## src/rtl/paf_pkg.sv

```systemverilog
package paf_pkg;
    localparam int NSLOTS_DEF = 12;
    localparam int BYTE_W_DEF = 8;

    typedef enum logic [1:0] {
        KIND_PAYLOAD = 2'd0,
        KIND_J1      = 2'd1,
        KIND_POH     = 2'd2,
        KIND_SPARE   = 2'd3
    } oh_kind_e;

    typedef struct packed {
        logic force_lop;
        logic force_ais;
        logic mask;
    } slot_ctrl_t;

    localparam slot_ctrl_t CTRL_RESET = '{force_lop: 1'b0, force_ais: 1'b0, mask: 1'b1};

    // Any code other than J1 or overhead is handled as payload.
    function automatic logic is_payload(oh_kind_e k);
        return (k != KIND_J1) && (k != KIND_POH);
    endfunction

    // Combined alarm of one slot: LOP feeds AIS, and an unmasked concat mismatch adds to it.
    function automatic logic slot_alarm(logic lop, logic force_ais, logic mask,
                                        logic now_st, logic exp_st);
        return lop | force_ais | (~mask & (now_st ^ exp_st));
    endfunction
endpackage

```

## src/rtl/paf_ctrl_bank.sv

```systemverilog
module paf_ctrl_bank
    import paf_pkg::*;
#(
    parameter int NSLOTS = NSLOTS_DEF,
    parameter int SLOT_W = 4
) (
    input  logic              clk,
    input  logic              rst,
    input  logic              j1_hit,
    input  logic [SLOT_W-1:0] j1_slot,
    input  logic [NSLOTS-1:0] cfg_force_lop,
    input  logic [NSLOTS-1:0] cfg_force_ais,
    input  logic [NSLOTS-1:0] cfg_mask,
    output logic [NSLOTS-1:0] eff_lop,
    output logic [NSLOTS-1:0] eff_ais,
    output logic [NSLOTS-1:0] eff_mask
);
    for (genvar i = 0; i < NSLOTS; i++) begin : g_slot
        slot_ctrl_t ctrl_q;
        slot_ctrl_t ctrl_in;
        slot_ctrl_t ctrl_eff;
        logic       hit;

        assign hit      = j1_hit && (j1_slot == SLOT_W'(i));
        assign ctrl_in  = '{force_lop: cfg_force_lop[i], force_ais: cfg_force_ais[i], mask: cfg_mask[i]};
        // The J1 byte that opens a frame already uses the controls sampled with it.
        assign ctrl_eff = hit ? ctrl_in : ctrl_q;

        always_ff @(posedge clk) begin
            if (rst) begin
                ctrl_q <= CTRL_RESET;
            end else if (hit) begin
                ctrl_q <= ctrl_in;
            end
        end

        assign eff_lop[i]  = ctrl_eff.force_lop;
        assign eff_ais[i]  = ctrl_eff.force_ais;
        assign eff_mask[i] = ctrl_eff.mask;
    end
endmodule

```

## src/rtl/paf_alarm_merge.sv

```systemverilog
module paf_alarm_merge
    import paf_pkg::*;
#(
    parameter int NSLOTS = NSLOTS_DEF
) (
    input  logic [NSLOTS-1:0] eff_lop,
    input  logic [NSLOTS-1:0] eff_ais,
    input  logic [NSLOTS-1:0] eff_mask,
    input  logic [NSLOTS-1:0] ptr_lop,
    input  logic [NSLOTS-1:0] concat_now,
    input  logic [NSLOTS-1:0] concat_exp,
    output logic [NSLOTS-1:0] lop_c,
    output logic [NSLOTS-1:0] ais_c
);
    for (genvar i = 0; i < NSLOTS; i++) begin : g_merge
        assign lop_c[i] = eff_lop[i] | ptr_lop[i];
        assign ais_c[i] = slot_alarm(lop_c[i], eff_ais[i], eff_mask[i],
                                     concat_now[i], concat_exp[i]);
    end
endmodule

```

## src/rtl/paf_j1_store.sv

```systemverilog
module paf_j1_store
    import paf_pkg::*;
#(
    parameter int NSLOTS = NSLOTS_DEF,
    parameter int SLOT_W = 4,
    parameter int BYTE_W = BYTE_W_DEF
) (
    input  logic              clk,
    input  logic              rst,
    input  logic              wr_en,
    input  logic [SLOT_W-1:0] wr_slot,
    input  logic [BYTE_W-1:0] wr_byte,
    input  logic [SLOT_W-1:0] rd_slot,
    output logic [BYTE_W-1:0] rd_byte
);
    logic [BYTE_W-1:0] held [NSLOTS];

    for (genvar i = 0; i < NSLOTS; i++) begin : g_cell
        always_ff @(posedge clk) begin
            if (rst) begin
                held[i] <= '0;
            end else if (wr_en && (wr_slot == SLOT_W'(i))) begin
                held[i] <= wr_byte;
            end
        end
    end

    assign rd_byte = held[rd_slot];
endmodule

```

## src/rtl/path_alarm_force.sv

```systemverilog
module path_alarm_force
    import paf_pkg::*;
#(
    parameter int NSLOTS = NSLOTS_DEF,
    parameter int BYTE_W = BYTE_W_DEF
) (
    input  logic                        clk,
    input  logic                        rst,
    input  logic                        in_valid,
    input  logic [$clog2(NSLOTS+1)-1:0] in_slot,
    input  logic [1:0]                  in_kind,
    input  logic [BYTE_W-1:0]           in_byte,
    input  logic [NSLOTS-1:0]           ptr_lop,
    input  logic [NSLOTS-1:0]           concat_now,
    input  logic [NSLOTS-1:0]           concat_exp,
    input  logic [NSLOTS-1:0]           cfg_force_lop,
    input  logic [NSLOTS-1:0]           cfg_force_ais,
    input  logic [NSLOTS-1:0]           cfg_mask,
    output logic                        out_valid,
    output logic [$clog2(NSLOTS+1)-1:0] out_slot,
    output logic [1:0]                  out_kind,
    output logic [BYTE_W-1:0]           out_byte,
    output logic [NSLOTS-1:0]           slot_lop,
    output logic [NSLOTS-1:0]           slot_ais
);
    localparam int SLOT_W = $clog2(NSLOTS + 1);

    oh_kind_e          kind;
    logic              slot_ok;
    logic [SLOT_W-1:0] idx;
    logic              j1_hit;
    logic              forced;
    logic              j1_wr;
    logic [BYTE_W-1:0] held_j1;
    logic [NSLOTS-1:0] eff_lop, eff_ais, eff_mask;
    logic [NSLOTS-1:0] lop_c, ais_c;
    logic              nxt_valid;
    logic [BYTE_W-1:0] nxt_byte;

    assign kind    = oh_kind_e'(in_kind);
    assign slot_ok = (in_slot < SLOT_W'(NSLOTS));
    assign idx     = slot_ok ? in_slot : '0;
    assign j1_hit  = in_valid && slot_ok && (kind == KIND_J1);

    paf_ctrl_bank #(.NSLOTS(NSLOTS), .SLOT_W(SLOT_W)) u_ctrl (
        .clk           (clk),
        .rst           (rst),
        .j1_hit        (j1_hit),
        .j1_slot       (idx),
        .cfg_force_lop (cfg_force_lop),
        .cfg_force_ais (cfg_force_ais),
        .cfg_mask      (cfg_mask),
        .eff_lop       (eff_lop),
        .eff_ais       (eff_ais),
        .eff_mask      (eff_mask)
    );

    paf_alarm_merge #(.NSLOTS(NSLOTS)) u_merge (
        .eff_lop    (eff_lop),
        .eff_ais    (eff_ais),
        .eff_mask   (eff_mask),
        .ptr_lop    (ptr_lop),
        .concat_now (concat_now),
        .concat_exp (concat_exp),
        .lop_c      (lop_c),
        .ais_c      (ais_c)
    );

    assign forced = slot_ok && ais_c[idx];
    // Only a trace byte seen while healthy becomes the value replayed later.
    assign j1_wr  = j1_hit && !forced;

    paf_j1_store #(.NSLOTS(NSLOTS), .SLOT_W(SLOT_W), .BYTE_W(BYTE_W)) u_j1 (
        .clk     (clk),
        .rst     (rst),
        .wr_en   (j1_wr),
        .wr_slot (idx),
        .wr_byte (in_byte),
        .rd_slot (idx),
        .rd_byte (held_j1)
    );

    always_comb begin
        nxt_valid = in_valid;
        nxt_byte  = in_byte;
        if (forced) begin
            if (kind == KIND_J1) begin
                nxt_byte = held_j1;
            end else if (kind == KIND_POH) begin
                nxt_byte = '0;
            end else begin
                nxt_byte  = '0;
                nxt_valid = 1'b0;
            end
        end
    end

    always_ff @(posedge clk) begin
        if (rst) begin
            out_valid <= 1'b0;
            out_slot  <= '0;
            out_kind  <= '0;
            out_byte  <= '0;
            slot_lop  <= '0;
            slot_ais  <= '0;
        end else begin
            out_valid <= nxt_valid;
            out_slot  <= in_slot;
            out_kind  <= in_kind;
            out_byte  <= nxt_byte;
            slot_lop  <= lop_c;
            slot_ais  <= ais_c;
        end
    end

    // the first cycle out of reset shows no alarm and no data
    p_reset_state_r1: assert property (@(posedge clk) disable iff (rst)
        $past(rst) |-> (slot_lop == '0) && (slot_ais == '0) && !out_valid);

    // overhead of a slot flagged AIS leaves as zero
    p_poh_zeroed_r6: assert property (@(posedge clk) disable iff (rst)
        (out_valid && out_kind == 2'd2 && out_slot < SLOT_W'(NSLOTS) && slot_ais[out_slot])
        |-> (out_byte == '0));

    // payload of a slot flagged AIS is never marked valid
    p_payload_dropped_r7: assert property (@(posedge clk) disable iff (rst)
        (out_kind != 2'd1 && out_kind != 2'd2 && out_slot < SLOT_W'(NSLOTS) && slot_ais[out_slot])
        |-> !out_valid);

    // output valid and slot follow the input one cycle later
    p_one_cycle_r8: assert property (@(posedge clk) disable iff (rst)
        !$past(rst) |-> (out_slot == $past(in_slot)) && (!out_valid || $past(in_valid)));

    // a live pointer LOP always shows up as LOP and AIS
    p_ptr_lop_r10: assert property (@(posedge clk) disable iff (rst)
        !$past(rst) |-> (($past(ptr_lop) & ~(slot_lop & slot_ais)) == '0));
endmodule

```

## config.mk

```make
export PLATFORM = sky130hd
export DESIGN_NAME = path_alarm_force
export DESIGN_NICKNAME = d
export VERILOG_FILES = /design/src/rtl/paf_pkg.sv /design/src/rtl/paf_ctrl_bank.sv /design/src/rtl/paf_alarm_merge.sv /design/src/rtl/paf_j1_store.sv /design/src/rtl/path_alarm_force.sv
export SDC_FILE = /design/constraint.sdc
export NUM_CORES = 1
export LEC_CHECK = 0
export BUFFER_PORTS_ARGS = -buffer_cell sky130_fd_sc_hd__buf_2
export CELL_PAD_IN_SITES_DETAIL_PLACEMENT = 1
export CELL_PAD_IN_SITES_GLOBAL_PLACEMENT = 2
export CORE_MARGIN = 2
export CORE_UTILIZATION = 30
export DETAILED_ROUTE_END_ITERATION = 10
export PLACE_DENSITY_LB_ADDON = 0.1
export SYNTH_ARGS = -nofsm -noshare
export SYNTH_HDL_FRONTEND = slang
export SYNTH_HIERARCHICAL = 1
export SYNTH_SLANG_ARGS = --single-unit
```

## constraint.sdc

```tcl
create_clock -name clk -period 6.5 [get_ports clk]
set_input_delay 0.975 -clock clk [delete_from_list [all_inputs] [get_ports clk]]
set_output_delay 0.975 -clock clk [all_outputs]
set_load 0.1 [all_outputs]
```

-- Yosys cells after proc, flatten, opt, wreduce, memory -nomap -nowiden
Memories as Yosys holds them, arrays and structs flattened.
Index checks and enable logic that the tools add are counted.
- bits in registers: 75
- RAM bits: 96
- bits of input ports: 89
- logic and storage cells: 242
- memories: 1
- magnitude comparators: 2
- equality and inequality tests: 13
- mux-type cells: 70
- bitwise gates (word level): 84
- reduce and logical (&&, ||, !) cells: 30
- memory list (memory ; words ; bits a word ; rd ports ; clocked after Yosys merged registers in ; write ports ; line ; RTL):
    u_j1.held ; 12 ; 8 ; 1 ; 0 ; 12 ; paf_j1_store.sv:16 ; logic [BYTE_W-1:0] held [NSLOTS];
- operators with widths (cell ; number):
    two-way mux 8 bit ; 14
    bitwise OR 1 bit ; 48
    two-way mux 1 bit ; 42
    two-way mux 3 bit ; 12
    logical AND 1 bit ; 28
    == test 4 x 3 -> 1 bit (second input constant) ; 4
    == test 4 bit (second input constant) ; 4
    AND 1 bit ; 12
    inverter 1 bit ; 12
    bitwise XOR 1 bit ; 12
    == test 4 x 2 -> 1 bit (second input constant) ; 2
    less-than comparator 4 x 5 -> 1 bit (second input constant) ; 1
    binary-select mux 1 bit (select 4 bit) ; 1
    == test 4 x 1 -> 1 bit (second input constant) ; 1
    zero test 4 bit ; 1
    less-than comparator 4 bit (second input constant) ; 1
    two-way mux 4 bit ; 1
    == test 2 x 1 -> 1 bit (second input constant) ; 1
    == test 2 bit (second input constant) ; 1
    zero test 1 bit ; 1

-- Logic depth before layout (Yosys ltp)
- word-level depth: 18
- mapped depth: 17

-- Cells and area by module
The synthesis kept the hierarchy.
- by module, submodules not included (module ; times used ; cells an instance ; area an instance (sq um) ; seq. area each (sq um)):
    paf_j1_store ; 1 ; 324 ; 4556.9 ; 2882.8
    paf_ctrl_bank ; 1 ; 222 ; 2203.4 ; 720.7
    path_alarm_force ; 1 ; 121 ; 1337.5 ; 780.7
    paf_alarm_merge ; 1 ; 48 ; 300.3 ; 0.0

-- Worst setup path after synthesis
Ideal clock, no wire load.
- kind: input port to flip-flop
- start: input port in_slot[2]
- end: memory u_j1/held[3][0] (netlist name) (enable)
- data arrival time: 4514 ps
- setup slack: 1655 ps
- stages: 16
- buffers on the path: 3
- cells stage by stage: nand2_1 > and2_1 > buf_6 > nand2b_1 > buf_6 > nor3_4 > mux2_2 > nor3_1 > o21ai_1 > a21o_1 > mux4_1 > a221o_1 > buf_6 > nor2_1 > nor3b_1 > a31o_1
- RTL lines (element ; line ; RTL):
    from (decl) ; path_alarm_force.sv:10 ; input logic [$clog2(NSLOTS+1)-1:0] in_slot,
    to (decl) ; paf_j1_store.sv:16 ;

==> impl_metrics.toml <==
[critical_path]
regToRegSetupSlack_ns = 2.90
rr_worst_depth = 9
r2r_start = "u_ctrl/g_slot[2].ctrl_q[2]"
critical_path_class = "in2reg"
crit_arrival_ns = 5.40
cp.required_ns = 6.59
startpoint_type = "input pin"
path_max_fanout = 10
endpoint_kind = "flip-flop"
worstReg2RegEnd = "u_j1/held[3][6]"
crit_end = "u_j1/held[3][6]"
critPathLaunch = "in_slot[3]"

[cells_and_area]
multi_input_area_um2 = 3770
final_cell_mix = "buf_2 (126), and2_1 (98), edfxtp_1 (96), dfxtp_1 (75), nand2b_1 (62)"
layout-drive-gt1-share_pct = 27.9
fin_util_pct = 36.0
syn2layout_area_growth_pct = 18.9
final_common_cell = "buf_2"
fin_area_um2 = 9990
fill_cells = 3076
nets = 921
regArea_um2 = 4380

[place]
port_buffers = 127
dp_hpwl_um = 17000
gp_congestion = 0.739
dpl_cell_area_um2 = 9400
place_ws_ns = 0.721

[sta]
maxSlewHeadroom_pct = 36.6
finalMaxSlewViolations = 0
setup_violations = 0
period_needed_ns = 5.31
finalCritPeriodShare_pct = 81.7
clock.fmax_ghz = 0.188
grt_setup_unrepaired = "false"
hold_viol_final = 0
worst_pin_slew_ns = 0.949
setup_tns_ns = 0
whs_ns = 0.476
setup_slack_ns = 1.19
finClkSkew_ns = 0.0120

[clock_network]
insertion_delay_ns = 0.43
cts-root-buf = "clkbuf_16"
numCtsBuffers = 17
cts.clk_slew.worst_paths_ns = 0.07
post_cts_buffers = 0
clock_path_buffers = 2
ctsHoldBuffers = 0
htreeDepth = 4
cts_sinks = 171
ctsResizeCount = 0
cts_tree = "yes"

[synth]
synth_area_um2 = 8400
yosysSeqAreaShare_pct = 52.2
syn_nets = 804
syn_area_per_cell_um2 = 11.7
synth_ff_type = "edfxtp_1"
synth-edff-count = 96
synthCells = 715
synth_warnings = 6
synth_cell_types = 47
ys_seq_elements = 171
synthArstFlopShare_pct = 0

[routing]
drc = 0
dr.pass1.iters = 6
wirelength_um = 23200
drtIter0Drc = 222
route.vias.total = 5679
antenna_left = 0
wire_per_inst_um = 19.0
routed_via_density = 4.64

[global_route]
grt_pass1_vias = 6191
grtUsageTotal_pct = 16.5
antenna_found_initial = 5
grt_overflow_total = 0
grt_pass1_wl_um = 35900
grt_start_max_net_pins = 106

[pwr]
leakagePower_nw = 3.87
ir_drop_mv = 0.135
cellPowerDensity_nw_per_um2 = 258

[min_path]
hold_path.class = "reg2reg"
hold_path_depth = 2

[floorplanning]
die-area_um2 = 29300
core_um2 = 27700
start_util_pct = 30.3
die_w_um = 171
num_rows = 61
io_pins = 128
fp.dieH_um = 171

[job]
maxCapViolCount = 0

[run_status]
outcome = "finished clean"
[cells in the mapped netlist (9+ instances only)]
| cell | instances | area (um2) |
|---|---|---|
| and2_1 | 98 | 613 |
| edfxtp_1 | 96 | 2880 |
| dfxtp_1 | 75 | 1500 |
| nand2b_1 | 62 | 388 |
| mux2i_1 | 60 | 601 |
| nor2_1 | 39 | 146 |
| mux2_2 | 37 | 417 |
| nor2b_1 | 31 | 194 |
| clkbuf_1 | 23 | 86.3 |
| nand2_1 | 21 | 78.8 |
| nor3_1 | 14 | 70.1 |
| xnor2_1 | 13 | 114 |
| mux2_1 | 12 | 135 |
| o21ai_1 | 12 | 60.1 |
| or2_1 | 12 | 75.1 |
| mux4_2 | 9 | 203 |
[flip-flops by register name, summed over array words and instances, names as in the netlist]
| signal | cells |
|---|---|
| out_valid | 1 |
| u_ctrl/g_slot.ctrl_q | 36 |
| u_j1/held | 96 |
| out_slot | 4 |
| slot_lop | 12 |
| out_byte | 8 |
| slot_ais | 12 |
| out_kind | 2 |
[worst max-delay path, cell delays in order]
cell      delay (ns)
buf_2           0.15
nand2_1         0.10
and2_1          0.44
nand2b_1        0.34
nor3_4          0.41
mux2_2          0.40
nor3_1          0.15
o21ai_1         0.13
a21o_1          0.16
mux4_1          0.47
a221o_1         0.33
nor2_1          0.34
nor3b_1         0.52
a31o_1          0.46
[report_power, final]
| part | internal [W] | switching, W |
|---|---|---|
| sequential | 0.00117 | 0.0000110 |
| clock | 0.000575 | 0.000469 |
| combinational | 0.000102 | 0.000245 |
[worst min-delay path by stage]
| stage | startpoint | end |
|---|---|---|
| 3_3_place_gp | u_ctrl/g_slot[8].ctrl_q[1] | u_ctrl/g_slot[8].ctrl_q[1] |
| 2_1_floorplan | u_ctrl/g_slot[10].ctrl_q[1] | u_ctrl/g_slot[10].ctrl_q[1] |
| 4_1_cts | u_ctrl/g_slot[2].ctrl_q[2] | u_ctrl/g_slot[2].ctrl_q[2] |
| 3_5_place_dp | u_ctrl/g_slot[2].ctrl_q[2] | u_ctrl/g_slot[2].ctrl_q[2] |
| 5_1_grt | u_ctrl/g_slot[2].ctrl_q[1] | u_ctrl/g_slot[2].ctrl_q[1] |
| 6_report | u_ctrl/g_slot[4].ctrl_q[2] | u_ctrl/g_slot[4].ctrl_q[2] |
[per-stage QoR]
step / instances / power [W]
detailed placement: 1191 / 0.00156
floorplan: 715 / 0.00145
global placement: 1191 / 0.00156
global route: 1223 / 0.00268
finish: 1224 / 0.00258
CTS: 1223 / 0.00262
[cell families after synthesis]
group                  Yosys count  synth area share [%]
AO/OA/AOI/OAI                   51                  4.22
XOR/XNOR                        13                  1.36
buffers and inverters           50                  2.95
flip-flops                     171                  52.2
multiplexers                   123                  17.3
AND/OR/NAND/NOR                307                  22.0
[layout make-up]
cell class              count  area share (%)
clock buffers              18            4.30
flip-flops and latches    171            43.9
diodes                      1          0.0251
inverters                   8           0.301
clock inverters            14            1.58
repair buffers            140            7.37
well taps                 378            4.74
multi-input cells         494            37.8
[metal layers]
metal / share of wire [%] / vias up / GRT usage (%)
met2: 50 / 114 / 28.8
li1: - / 2722 / -
met4: 2.0 / 6 / 5.90
met5: 0.18 / - / 0
met1: 43 / 2805 / 19.7
met3: 4.4 / 32 / 4.16
(Power assumes the default switching activity.)
